$ cat src/rtl/banked_ram_pkg.sv
package banked_ram_pkg;
  localparam int CELL_AW    = 4;
  localparam int CELL_DEPTH = 1 << CELL_AW;
  localparam int CELL_W     = 4;

  function automatic bit isPow2(input int n);
    return (n > 1) && ((n & (n - 1)) == 0);
  endfunction
endpackage

$ cat src/rtl/ram_cell16.sv
module ram_cell16
  import banked_ram_pkg::*;
(
  input  logic              clk,
  input  logic              rstN,
  input  logic              wpe,
  input  logic [CELL_AW-1:0] addr,
  input  logic [CELL_W-1:0]  wd,
  output logic [CELL_W-1:0]  rd
);
  logic [CELL_W-1:0] mem [CELL_DEPTH];

  always_ff @(posedge clk or negedge rstN) begin
    if (!rstN) begin
      for (int i = 0; i < CELL_DEPTH; i++) mem[i] <= '0;
    end else if (wpe) begin
      mem[addr] <= wd;
    end
  end

  assign rd = mem[addr];

  // a cell whose write-port enable is low keeps the word it was pointing at
  assert_cell_untouched_R6: assert property (@(posedge clk) disable iff (!rstN)
    !wpe |=> mem[$past(addr)] == $past(mem[addr]));
endmodule

$ cat src/rtl/bank_ctrl.sv
module bank_ctrl #(
  parameter int  NUM_BANKS = 4,
  parameter type strobes_t = logic,
  localparam int SEL_W     = $clog2(NUM_BANKS)
) (
  input  logic             clk,
  input  logic             rstN,
  input  logic [SEL_W-1:0] bankIdx,
  input  logic             wrEn,
  output strobes_t         strobes
);
  logic [NUM_BANKS-1:0] bankSel;

  always_comb begin
    bankSel = '0;
    for (int b = 0; b < NUM_BANKS; b++)
      bankSel[b] = (bankIdx == SEL_W'(b));
  end

  always_comb begin
    strobes.bankSel = bankSel;
    strobes.bankWpe = bankSel & {NUM_BANKS{wrEn}};
  end

  // one bank selected for every address, never two write enables
  assert_one_bank_R7: assert property (@(posedge clk) disable iff (!rstN)
    $countones(strobes.bankSel) == 1);
  assert_wpe_onehot0_R7: assert property (@(posedge clk) disable iff (!rstN)
    $onehot0(strobes.bankWpe));
endmodule

$ cat src/rtl/bank_array.sv
module bank_array
  import banked_ram_pkg::*;
#(
  parameter int  NUM_BANKS = 4,
  parameter int  DATA_W    = 8,
  parameter type strobes_t = logic,
  localparam int SLICES    = DATA_W / CELL_W
) (
  input  logic               clk,
  input  logic               rstN,
  input  strobes_t           strobes,
  input  logic [CELL_AW-1:0] addrLo,
  input  logic [DATA_W-1:0]  wrData,
  output logic [DATA_W-1:0]  rdData
);
  logic [DATA_W-1:0] bankRd [NUM_BANKS];

  for (genvar b = 0; b < NUM_BANKS; b++) begin : g_bank
    for (genvar s = 0; s < SLICES; s++) begin : g_slice
      ram_cell16 u_cell (
        .clk  (clk),
        .rstN (rstN),
        .wpe  (strobes.bankWpe[b]),
        .addr (addrLo),
        .wd   (wrData[s*CELL_W +: CELL_W]),
        .rd   (bankRd[b][s*CELL_W +: CELL_W])
      );
    end
  end

  // one-hot AND-OR stands in for the shared tri-state read bus
  always_comb begin
    rdData = '0;
    for (int b = 0; b < NUM_BANKS; b++)
      rdData = rdData | (bankRd[b] & {DATA_W{strobes.bankSel[b]}});
  end
endmodule

$ cat src/rtl/banked_ram.sv
module banked_ram
  import banked_ram_pkg::*;
#(
  parameter int  NUM_BANKS = 4,
  parameter int  DATA_W    = 8,
  localparam int SEL_W     = $clog2(NUM_BANKS),
  localparam int ADDR_W    = CELL_AW + SEL_W
) (
  input  logic              clk,
  input  logic              rstN,
  input  logic [ADDR_W-1:0] addr,
  input  logic              wrEn,
  input  logic [DATA_W-1:0] wrData,
  output logic [DATA_W-1:0] rdData
);
  typedef struct packed {
    logic [NUM_BANKS-1:0] bankSel;
    logic [NUM_BANKS-1:0] bankWpe;
  } strobes_t;

  initial begin
    assert_geometry: assert (isPow2(NUM_BANKS) && DATA_W > 0 && (DATA_W % CELL_W) == 0)
      else $error("banked_ram: NUM_BANKS must be a power of two >= 2, DATA_W a multiple of 4");
  end

  strobes_t strobes;

  bank_ctrl #(.NUM_BANKS(NUM_BANKS), .strobes_t(strobes_t)) u_ctrl (
    .clk     (clk),
    .rstN    (rstN),
    .bankIdx (addr[ADDR_W-1:CELL_AW]),
    .wrEn    (wrEn),
    .strobes (strobes)
  );

  bank_array #(.NUM_BANKS(NUM_BANKS), .DATA_W(DATA_W), .strobes_t(strobes_t)) u_array (
    .clk     (clk),
    .rstN    (rstN),
    .strobes (strobes),
    .addrLo  (addr[CELL_AW-1:0]),
    .wrData  (wrData),
    .rdData  (rdData)
  );

  // a write is read straight back at the same address after the edge
  assert_write_lands_R4: assert property (@(posedge clk) disable iff (!rstN)
    wrEn |=> (addr != $past(addr)) || (rdData == $past(wrData)));
  // quiet address and no write means a quiet read bus
  assert_read_hold_R9: assert property (@(posedge clk) disable iff (!rstN)
    (!$past(wrEn) && $stable(addr)) |-> $stable(rdData));
  // the selected bank is the one named by the upper address bits
  assert_bank_decode_R2: assert property (@(posedge clk) disable iff (!rstN)
    strobes.bankSel[addr[ADDR_W-1:CELL_AW]]);
endmodule

$ cat config.mk
export PLATFORM = sky130hd
export DESIGN_NAME = banked_ram
export DESIGN_NICKNAME = d
export VERILOG_FILES = /design/src/rtl/banked_ram_pkg.sv /design/src/rtl/ram_cell16.sv /design/src/rtl/bank_ctrl.sv /design/src/rtl/bank_array.sv /design/src/rtl/banked_ram.sv
export SDC_FILE = /design/constraint.sdc
export NUM_CORES = 1
export LEC_CHECK = 0
export BUFFER_PORTS_ARGS = -buffer_cell sky130_fd_sc_hd__buf_2
export CAP_MARGIN = 20
export CORE_ASPECT_RATIO = 2
export CORE_MARGIN = 4
export CORE_UTILIZATION = 30
export DETAILED_ROUTE_END_ITERATION = 6
export MAX_ROUTING_LAYER = met4
export PLACE_DENSITY_LB_ADDON = 0.05
export SLEW_MARGIN = 30
export SYNTH_ARGS = -nofsm -noshare
export SYNTH_HDL_FRONTEND = slang
export SYNTH_SLANG_ARGS = --single-unit
export TNS_END_PERCENT = 50
$ cat constraint.sdc
create_clock -name clk -period 2.4 [get_ports clk]
set_clock_uncertainty 0.2 [all_clocks]
set_input_delay 0 -clock clk [delete_from_list [all_inputs] [get_ports clk]]
set_output_delay 0 -clock clk [all_outputs]
set_load 0.005 [all_outputs]
Word level (Yosys, flattened, before mapping)
Index checks and enable logic that the tools add are counted.
{ "word_totals": {"input_bits": 17, "elab_cells": 178, "output_inout_bits": 8, "reg_bits": 512} }
{ "classes": {"order_cmp": 2, "muxes": 34, "bitwise": 9, "n_eq_ne": 3, "n_reduce_logical": 2} }
{ "op_table": {"columns": ["op", "n"], "rows": [
  ["64-bit bitwise mux", 8],
  ["4-bit binary-select mux with 4-bit select", 8],
  ["4-bit 2-to-1 mux", 17],
  ["8-bit bitwise AND", 4],
  ["8-bit OR", 3],
  ["4-bit demux with 4-bit select", 1],
  ["5-bit greater-or-equal comparator, second input constant", 1],
  ["5-bit by 1-bit < comparator with 1-bit output, second input constant", 1],
  ["4-bit inverter with 5-bit output", 1],
  ["4-bit bitwise AND", 1],
  ["2-bit equality test, second input constant", 2],
  ["2-bit by 1-bit equality test with 1-bit output, second input constant", 1],
  ["2-bit logical NOT", 1],
  ["1-bit logical AND", 1]
]} }

Longest topological paths before layout
Gate-level depths: netlist of run 1.
{ "logic_depth": {"depth_word": 8, "ltp_mapped": 8} }

Modules after synthesis
From an unflattened synthesis of run 1, not the netlist that was laid out.
{ "unflattened": {"hier_cells": 1636, "hier_area_um2": 24488.5} }
{ "by_module_without_submodules": {"columns": ["mod", "seq_area_each_um2", "area_each_um2", "cells_each", "n_inst"], "rows": [
  ["ram_cell16", 1601.5, 3032.9, 200, 8],
  ["bank_array", 0.0, 170.2, 28, 1],
  ["bank_ctrl", 0.0, 55.1, 8, 1]
]} }

Worst setup path before layout of run 1
OpenSTA, ideal clock, no wires.
{ "synth_path": {"kind": "input -> output", "from": "input addr[1]", "to": "output rdData[1]", "path_buffers": 3, "slack_ns": 0.330, "arrival_ns": 1.870, "cell_stages": 7, "cell_sequence": "clkbuf_1 -> clkbuf_1 -> buf_1 -> mux4_2 -> a22oi_1 -> a21oi_1 -> or4_1"} }
{ "synth_via": {"elab_chain_len": 8, "word_cells_on_any_way": 20, "classes_between": "mux (12); bitwise (8)"} }
{ "synth_lines": {"columns": ["item", "line", "rtl"], "rows": [
  ["start, declared", "banked_ram.sv:11", "input logic [ADDR_W-1:0] addr,"],
  ["4-bit inverter with 5-bit output (implied by the code) (*)", "ram_cell16.sv:21", "assign rd = mem[addr];"],
  ["4-bit binary-select mux with 4-bit select", "ram_cell16.sv:21", null],
  ["4-bit 2-to-1 mux (implied by the code) (2 in a row)", "ram_cell16.sv:21", null],
  ["8-bit bitwise AND", "bank_array.sv:35", "rdData = rdData | (bankRd[b] & {DATA_W{strobes.bankSel[b]}});"],
  ["8-bit OR (2 in a row)", "bank_array.sv:35", null],
  ["8-bit OR (*)", "bank_array.sv:35", null],
  ["end, declared", "banked_ram.sv:14", "output logic [DATA_W-1:0] rdData"]
]} }
Every way passes the cells marked *; elsewhere a longest branch is shown, timed or not. The select of a mux whose other input is x is not followed.

Worst setup path in the final report of run 1
{ "layout_path": {"from": "register u_array.g_bank[2].g_slice[0].u_cell.mem[51] (netlist name)", "to": "output rdData[3]"} }
{ "layout_via": {"elab_chain_len": 6} }
{ "layout_lines": {"columns": ["item", "line", "rtl"], "rows": [
  ["start, declared", "ram_cell16.sv:11", "logic [CELL_W-1:0] mem [CELL_DEPTH];"],
  ["start signal, assigned by index", "ram_cell16.sv:17", "mem[addr] <= wd;"],
  ["4-bit binary-select mux with 4-bit select", "ram_cell16.sv:21", null],
  ["4-bit 2-to-1 mux (implied by the code) (2 in a row)", "ram_cell16.sv:21", null],
  ["8-bit bitwise AND", "bank_array.sv:35", null],
  ["8-bit OR (2 in a row)", "bank_array.sv:35", null]
]} }
No other way between the ends. The select of a mux whose other input is x is not followed.

==> out/results.ini, run 1 <==
[outcome]
status=finished, violations left
violations=negative setup slack

[timing]
fin_crit_ns=2.87
setup_violations=8
max_freq_ghz=0.349
period_share_pct=120
hold_viol=0
tightest_slew_ns=0.799
slew_headroom_pct=46.7
setup_slack_ns=-0.469
maxSlewViolCount=0
rsz0062_at_grt=yes

[grt]
grt-ovfl-total=0
grt_pass1_vias=14963
grt.total_usage_pct=17.9
grt_max_degree=69
grt_first_pass_wirelength_mm=106
antenna_found_initial=3

[floorplan]
chipHeight_um=401
dieArea_sq_um=82000
rows=143
die_width_um=205
coreArea_sq_um=76200
io_pins=25
initial_core_util_pct=30.4

[routing]
drc=0
first_iter_violations=565
routedWlPerCell_um=26.5
met3WireLength_mm=1.98
vias=13250
drt-total-wl_mm=70.4
firstDrtPassIters=4
via_per_inst=4.98
routed.top_layer=met4
wl_met2_mm=38.8
route.layer.met1.wl_mm=27.3
antenna_left=0

[power_and_ir_drop]
power.density_nw_per_um2=789
clkPwrFrac_pct=39.4
swShare_pct=24.7
power.total_mw=22.1
pwr-share-comb_pct=13.8
ir_worst_vdd_mv=0.601
internal_power_mw=16.6
leakagePower_nw=12.6
seqPwrFrac_pct=46.8
power_switching_mw=5.45

[clocking]
cts_buffers=53
cts-root-buf=clkbuf_16
clkTransAtPathRegs_ns=0.06
clkLatencyLatePin_ns=0.59
cts_sinks=512
cts_max_level=2
cts_buffer_depth=3
cts_tree=yes

[place]
finalWeightedCongestion=0.808
place_ws_ns=-0.256
dpl.hpwl_mm=48.1
place_area_sq_um=25800
portBuffers=24

[final_layout]
reg_top3=u_array.g_bank.g_slice.u_cell.mem (512)
fin_nets=1620
syn_to_final_growth_pct=20.7
regMostFlops=u_array.g_bank.g_slice.u_cell.mem
utilization_pct=36.7
largest_reg_flops=512
drive_gt1_share_pct=55.5
postLayoutCellArea_sq_um=28000

[synthesis]
synth_commonest_cells=dfrtp_1 (512), mux2_2 (442), mux4_2 (128), clkbuf_1 (75), mux2_1 (70)
synth_area_leaders=dfrtp_1 (55%), mux2_2 (21%), mux4_2 (12%)
synth_warnings=0
synth.most_common_cell=dfrtp_1
syn_inst=1473
ys_seq_area_share_pct=55.3
synth_top_cell_by_area=dfrtp_1
synthArstFlopShare_pct=100
synth_seq_cells=512
synthMuxAreaShare_pct=37.3
synth_top_family_by_area=multiplexers
syn_nets=1490
synth_compound_area_share_pct=2.76
synth-xor-area-share_pct=0
yosys.area_share.simple_pct=2.46
synth_edf_count=0
synth.avg_cell_area_sq_um=15.7
netlist_area_sq_um=23200
synth_top_area_share_pct=55.3
synthFlopType=dfrtp_1
synth.distinct_cells=27
synth-adder-area-share_pct=0

[critical_path]
worstPathMaxFanout=2
arrival_ns=2.67
critical_path.startpoint=u_array.g_bank[2].g_slice[0].u_cell.mem[51]
cp-end-kind=output pin
crit_required_ns=2.20
critical_path_class=reg2out
reg2reg_from=u_array.g_bank[0].g_slice[1].u_cell.mem[42]
critPathLaunchType=register

[flow_run]
drv_cap=0

[worst_hold_path]
hp-start=addr[4]
holdCritPathClass=in2reg

## power by group through the flow
stage	logic, mW	registers, mW	clock network [mW]
after global placement	2.94	10.4	0
after detailed placement	3.01	10.5	0
after global routing	3.31	10.5	9.34
after CTS	3.10	10.3	9.07
final	3.05	10.3	8.69
after floorplan	1.96	10.3	0
## placed cells by master, fill, tap and decap left out, types with 2 or more instances in the layout
cell type and n:
nand2b_1 6, dlygate4sd3_1 12, clkbuf_8 18, mux2_2 442, or4_4 7, clkinvlp_4 4, clkinv_2 5, nand3b_1 3
nand2_1 42, a21oi_1 21, and3_1 2, buf_6 8, buf_2 17, buf_4 113, or2_2 2, diode_2 3
clkbuf_16 53, nor3_2 2, clkbuf_1 9, buf_8 2, mux4_2 128, a22oi_1 34, nor2_1 6, a21oi_2 10
nand3_1 8, dfrtp_1 512, buf_12 38, nor2_2 21, bufinv_16 5, mux2_1 70, nor3_1 2, a22oi_2 30
## per-layer routing
metal,vias to the layer above,GRT usage [%]
li1,5805,-
met1,7172,20.5
met2,173,32.4
met3,100,2.26
met4,0,6.06
met5,-,-
## metrics by stage
stage                     hold WS [ns]  setup TNS, ns  std cells
after CTS                       0.0178          -3.85       2657
after detailed placement        -0.169          -1.70       2554
after floorplan                 -0.496              0       1473
final                           0.0599          -3.20       2660
after global routing            0.0736          -3.83       2660
after global placement          -0.176          -4.92       2554
## critical path: stages (launching register included)
cell and delay (ns):
dfrtp_1 0.38, mux4_2 0.55, a22oi_1 0.32, a21oi_1 0.23, or4_4 0.47, buf_6 0.13
## path summary, 6_finish.rpt
path	endpoint	slack, ns	depth (start not counted)
min in group asynchronous	u_array.g_bank[3].g_slice[0].u_cell.mem[59]	0.51	4
max in group asynchronous	u_array.g_bank[0].g_slice[0].u_cell.mem[40]	1.02	4
setup reg to reg	u_array.g_bank[0].g_slice[1].u_cell.mem[42]	1.40	1
hold / removal	u_array.g_bank[0].g_slice[0].u_cell.mem[19]	0.06	4
setup / recovery	rdData[3]	-0.47	5
hold reg to reg	u_array.g_bank[2].g_slice[0].u_cell.mem[1]	0.29	1
## repair_timing
item / in CTS / in global routing
setup endpoints to repair: 8 / 8
hold buffers: 13 / 0
hold endpoints to repair: 840 / 0
buffers inserted: 0 / 0
gates resized for setup: 38 / 18
pin swaps: 13 / 7
## final cells by class
type | count | area, sq um
diodes | 3 | 7.51
clock buffers | 80 | 1610
clock inverters | 14 | 205
fillers | 7353 | 48200
multi-input cells | 845 | 10100
flip-flops and latches | 512 | 12800
well taps | 1015 | 1270
repair buffers | 191 | 1960
## cell families (layout without fill, tap and decap cells)
group	Yosys count	in the layout
AO/OA/AOI/OAI	96	96
buffers and inverters	116	285
flip-flops	512	512
multiplexers	640	640
other	0	3
AND/OR/NAND/NOR	109	109
Power figures use the tool's default switching activity.
==> inputs of run 2 (changes only) <==
--- a/config.mk
+++ b/config.mk
@@ -13,6 +13,7 @@
 export DETAILED_ROUTE_END_ITERATION = 6
 export MAX_ROUTING_LAYER = met4
 export PLACE_DENSITY_LB_ADDON = 0.05
+export SETUP_SLACK_MARGIN = 0.2
 export SLEW_MARGIN = 30
 export SYNTH_ARGS = -nofsm -noshare
 export SYNTH_HDL_FRONTEND = slang
==> run 2 against run 1 <==
  * The run still ends with negative setup slack left
  * Utilization grew 0.090 points
  * Via count grew 0.21%
  * First-iteration DRC count is the same
  * Register-to-register slack is essentially flat
  * Power grew 0.14%
  * Critical endpoint is now rdData[6]
==> out/results.ini, run 2 (synthesis results as in run 1) <==
[worst_hold_path]
worstHoldEndpoint=u_array.g_bank[0].g_slice[0].u_cell.mem[19]
hp-start=addr[5]
holdCritPathClass=in2reg
min_path_cells=4

[floorplan]
coreArea_sq_um=76200
dieArea_sq_um=82000
initial_core_util_pct=30.4
die_width_um=205
io_pins=25
chipHeight_um=401
rows=143

[timing]
setup_violations=8
hold_viol=0
slew_headroom_pct=44.5
rsz0062_at_grt=yes
tightest_slew_ns=0.832
period_share_pct=118
max_freq_ghz=0.353
setup_slack_ns=-0.431
fin_crit_ns=2.83
maxSlewViolCount=0

[grt]
antenna_found_initial=2
grt_first_pass_wirelength_mm=106
grt.total_usage_pct=17.9
grt_pass1_vias=14999
grt-ovfl-total=0
grt_max_degree=69

[routing]
firstDrtPassIters=4
drc=0
drt-total-wl_mm=70.5
vias=13278
via_per_inst=4.99
routedWlPerCell_um=26.5
first_iter_violations=565
antenna_left=0

[clocking]
cts_buffers=53
cts_sinks=512
clkLatencyLatePin_ns=0.59
cts_buffer_depth=3
post_cts_buffers=0
clkTransAtPathRegs_ns=0.06
cts-root-buf=clkbuf_16
cts_max_level=2
cts_tree=yes

[place]
place_ws_ns=-0.256
portBuffers=24
finalWeightedCongestion=0.808
dpl.hpwl_mm=48.1

[critical_path]
slowest_delay_ns=0.52
cp_cell_sequence=mux4_2 -> a22oi_2 -> a21oi_2 -> buf_6 -> or4_4 -> buf_6
cp-end-kind=output pin
worstPathMaxFanout=2
crit_buf_inv=2
crit_family=simple AND/OR/NAND/NOR gates
reg2reg_from=u_array.g_bank[0].g_slice[1].u_cell.mem[42]
cp_slowest_cell=or4_4
worst-r2r-cell-count=1
critPathLaunchType=register
cpMostUsedCell=buf_6
critical_path_class=reg2out
crit_required_ns=2.20
arrival_ns=2.63
r2r_setup_slack_ns=1.40
r2r-end=u_array.g_bank[0].g_slice[1].u_cell.mem[42]

[outcome]
violations=negative setup slack
status=finished, violations left

[flow_run]
drv_cap=0

[power_and_ir_drop]
power.total_mw=22.1
ir_worst_vdd_mv=0.603
leakagePower_nw=12.6
power.density_nw_per_um2=788

[final_layout]
largest_reg_flops=512
layout_common_cells=dfrtp_1 (512), mux2_2 (442), mux4_2 (128)
syn_to_final_growth_pct=21.0
drive_gt1_share_pct=55.8
fin_nets=1624
fill_cells=7346
multi_input_area_sq_um=10100
seq_area_sq_um=12800
reg_top3=u_array.g_bank.g_slice.u_cell.mem (512)
final_common_cell=dfrtp_1
regMostFlops=u_array.g_bank.g_slice.u_cell.mem

[run 2: cell count changes in the layout (fill, tap and decap cells not counted), sizes merged]
cell,change
buf,+4
diode,-1
[run 2: final cells by class]
class	instances	area share, %
Clock buffer	80	5.73
Sequential cell	512	45.7
Timing Repair Buffer	195	7.22
Antenna cell	2	0.0178
Clock inverter	14	0.732
Tap cell	1015	4.53
Multi-Input combinational cell	845	36.1
[run 2: how the worst max path moves through the flow]
stage | from | to | slack [ns] | depth (start not counted)
finish | u_array.g_bank[3].g_slice[1].u_cell.mem[46] | rdData[6] | -0.43 | 6
global route | u_array.g_bank[0].g_slice[0].u_cell.mem[47] | rdData[3] | -0.52 | 6
CTS | u_array.g_bank[3].g_slice[1].u_cell.mem[46] | rdData[6] | -0.52 | 6
detailed placement | addr[0] | rdData[3] | -0.26 | 8
global placement | addr[0] | rdData[3] | -0.24 | 8
floorplan | addr[1] | rdData[1] | 0.33 | 7
[run 2: tightest hold or removal path, cell delays in order]
cell	delay [ns]
buf_2	0.23
or3b_2	0.28
nor2_2	0.08
mux2_2	0.22
[run 2: routing by layer]
metal / wire, um / track usage, % / up-vias / share of wire (%)
met5: 0 / - / - / 0
met1: 27700 / 20.5 / 7215 / 39
met4: 2560 / 6.01 / 0 / 3.6
met2: 38500 / 32.4 / 157 / 55
met3: 1710 / 2.16 / 98 / 2.4
li1: - / - / 5808 / -
[run 2: what timing repair did]
action                                  4_1_cts  5_1_grt
hold buffers                                 13        0
pin swaps                                    14        6
resized for setup                            43       21
endpoints found under the setup margin        8        8
endpoints found under the hold margin       840        0
[run 2: where the power goes]
group / internal (mW) / switching (mW)
clock network: 5.13 / 3.56
logic: 1.74 / 1.33
registers: 9.78 / 0.556
total: 16.6 / 5.45
[run 2: stage by stage]
stage          std cells  setup TNS (ns)  hold slack (ns)  utilization (%)  area, sq um
2_1_floorplan       1473               0           -0.496                -        23200
3_3_place_gp        2554           -4.92           -0.176             33.8        25800
3_5_place_dp        2554           -1.70           -0.169             33.8        25800
4_1_cts             2661           -3.94           0.0178             36.6        27900
5_1_grt             2663           -3.87           0.0736             36.8        28000
6_report            2663           -3.19           0.0577             36.8        28000
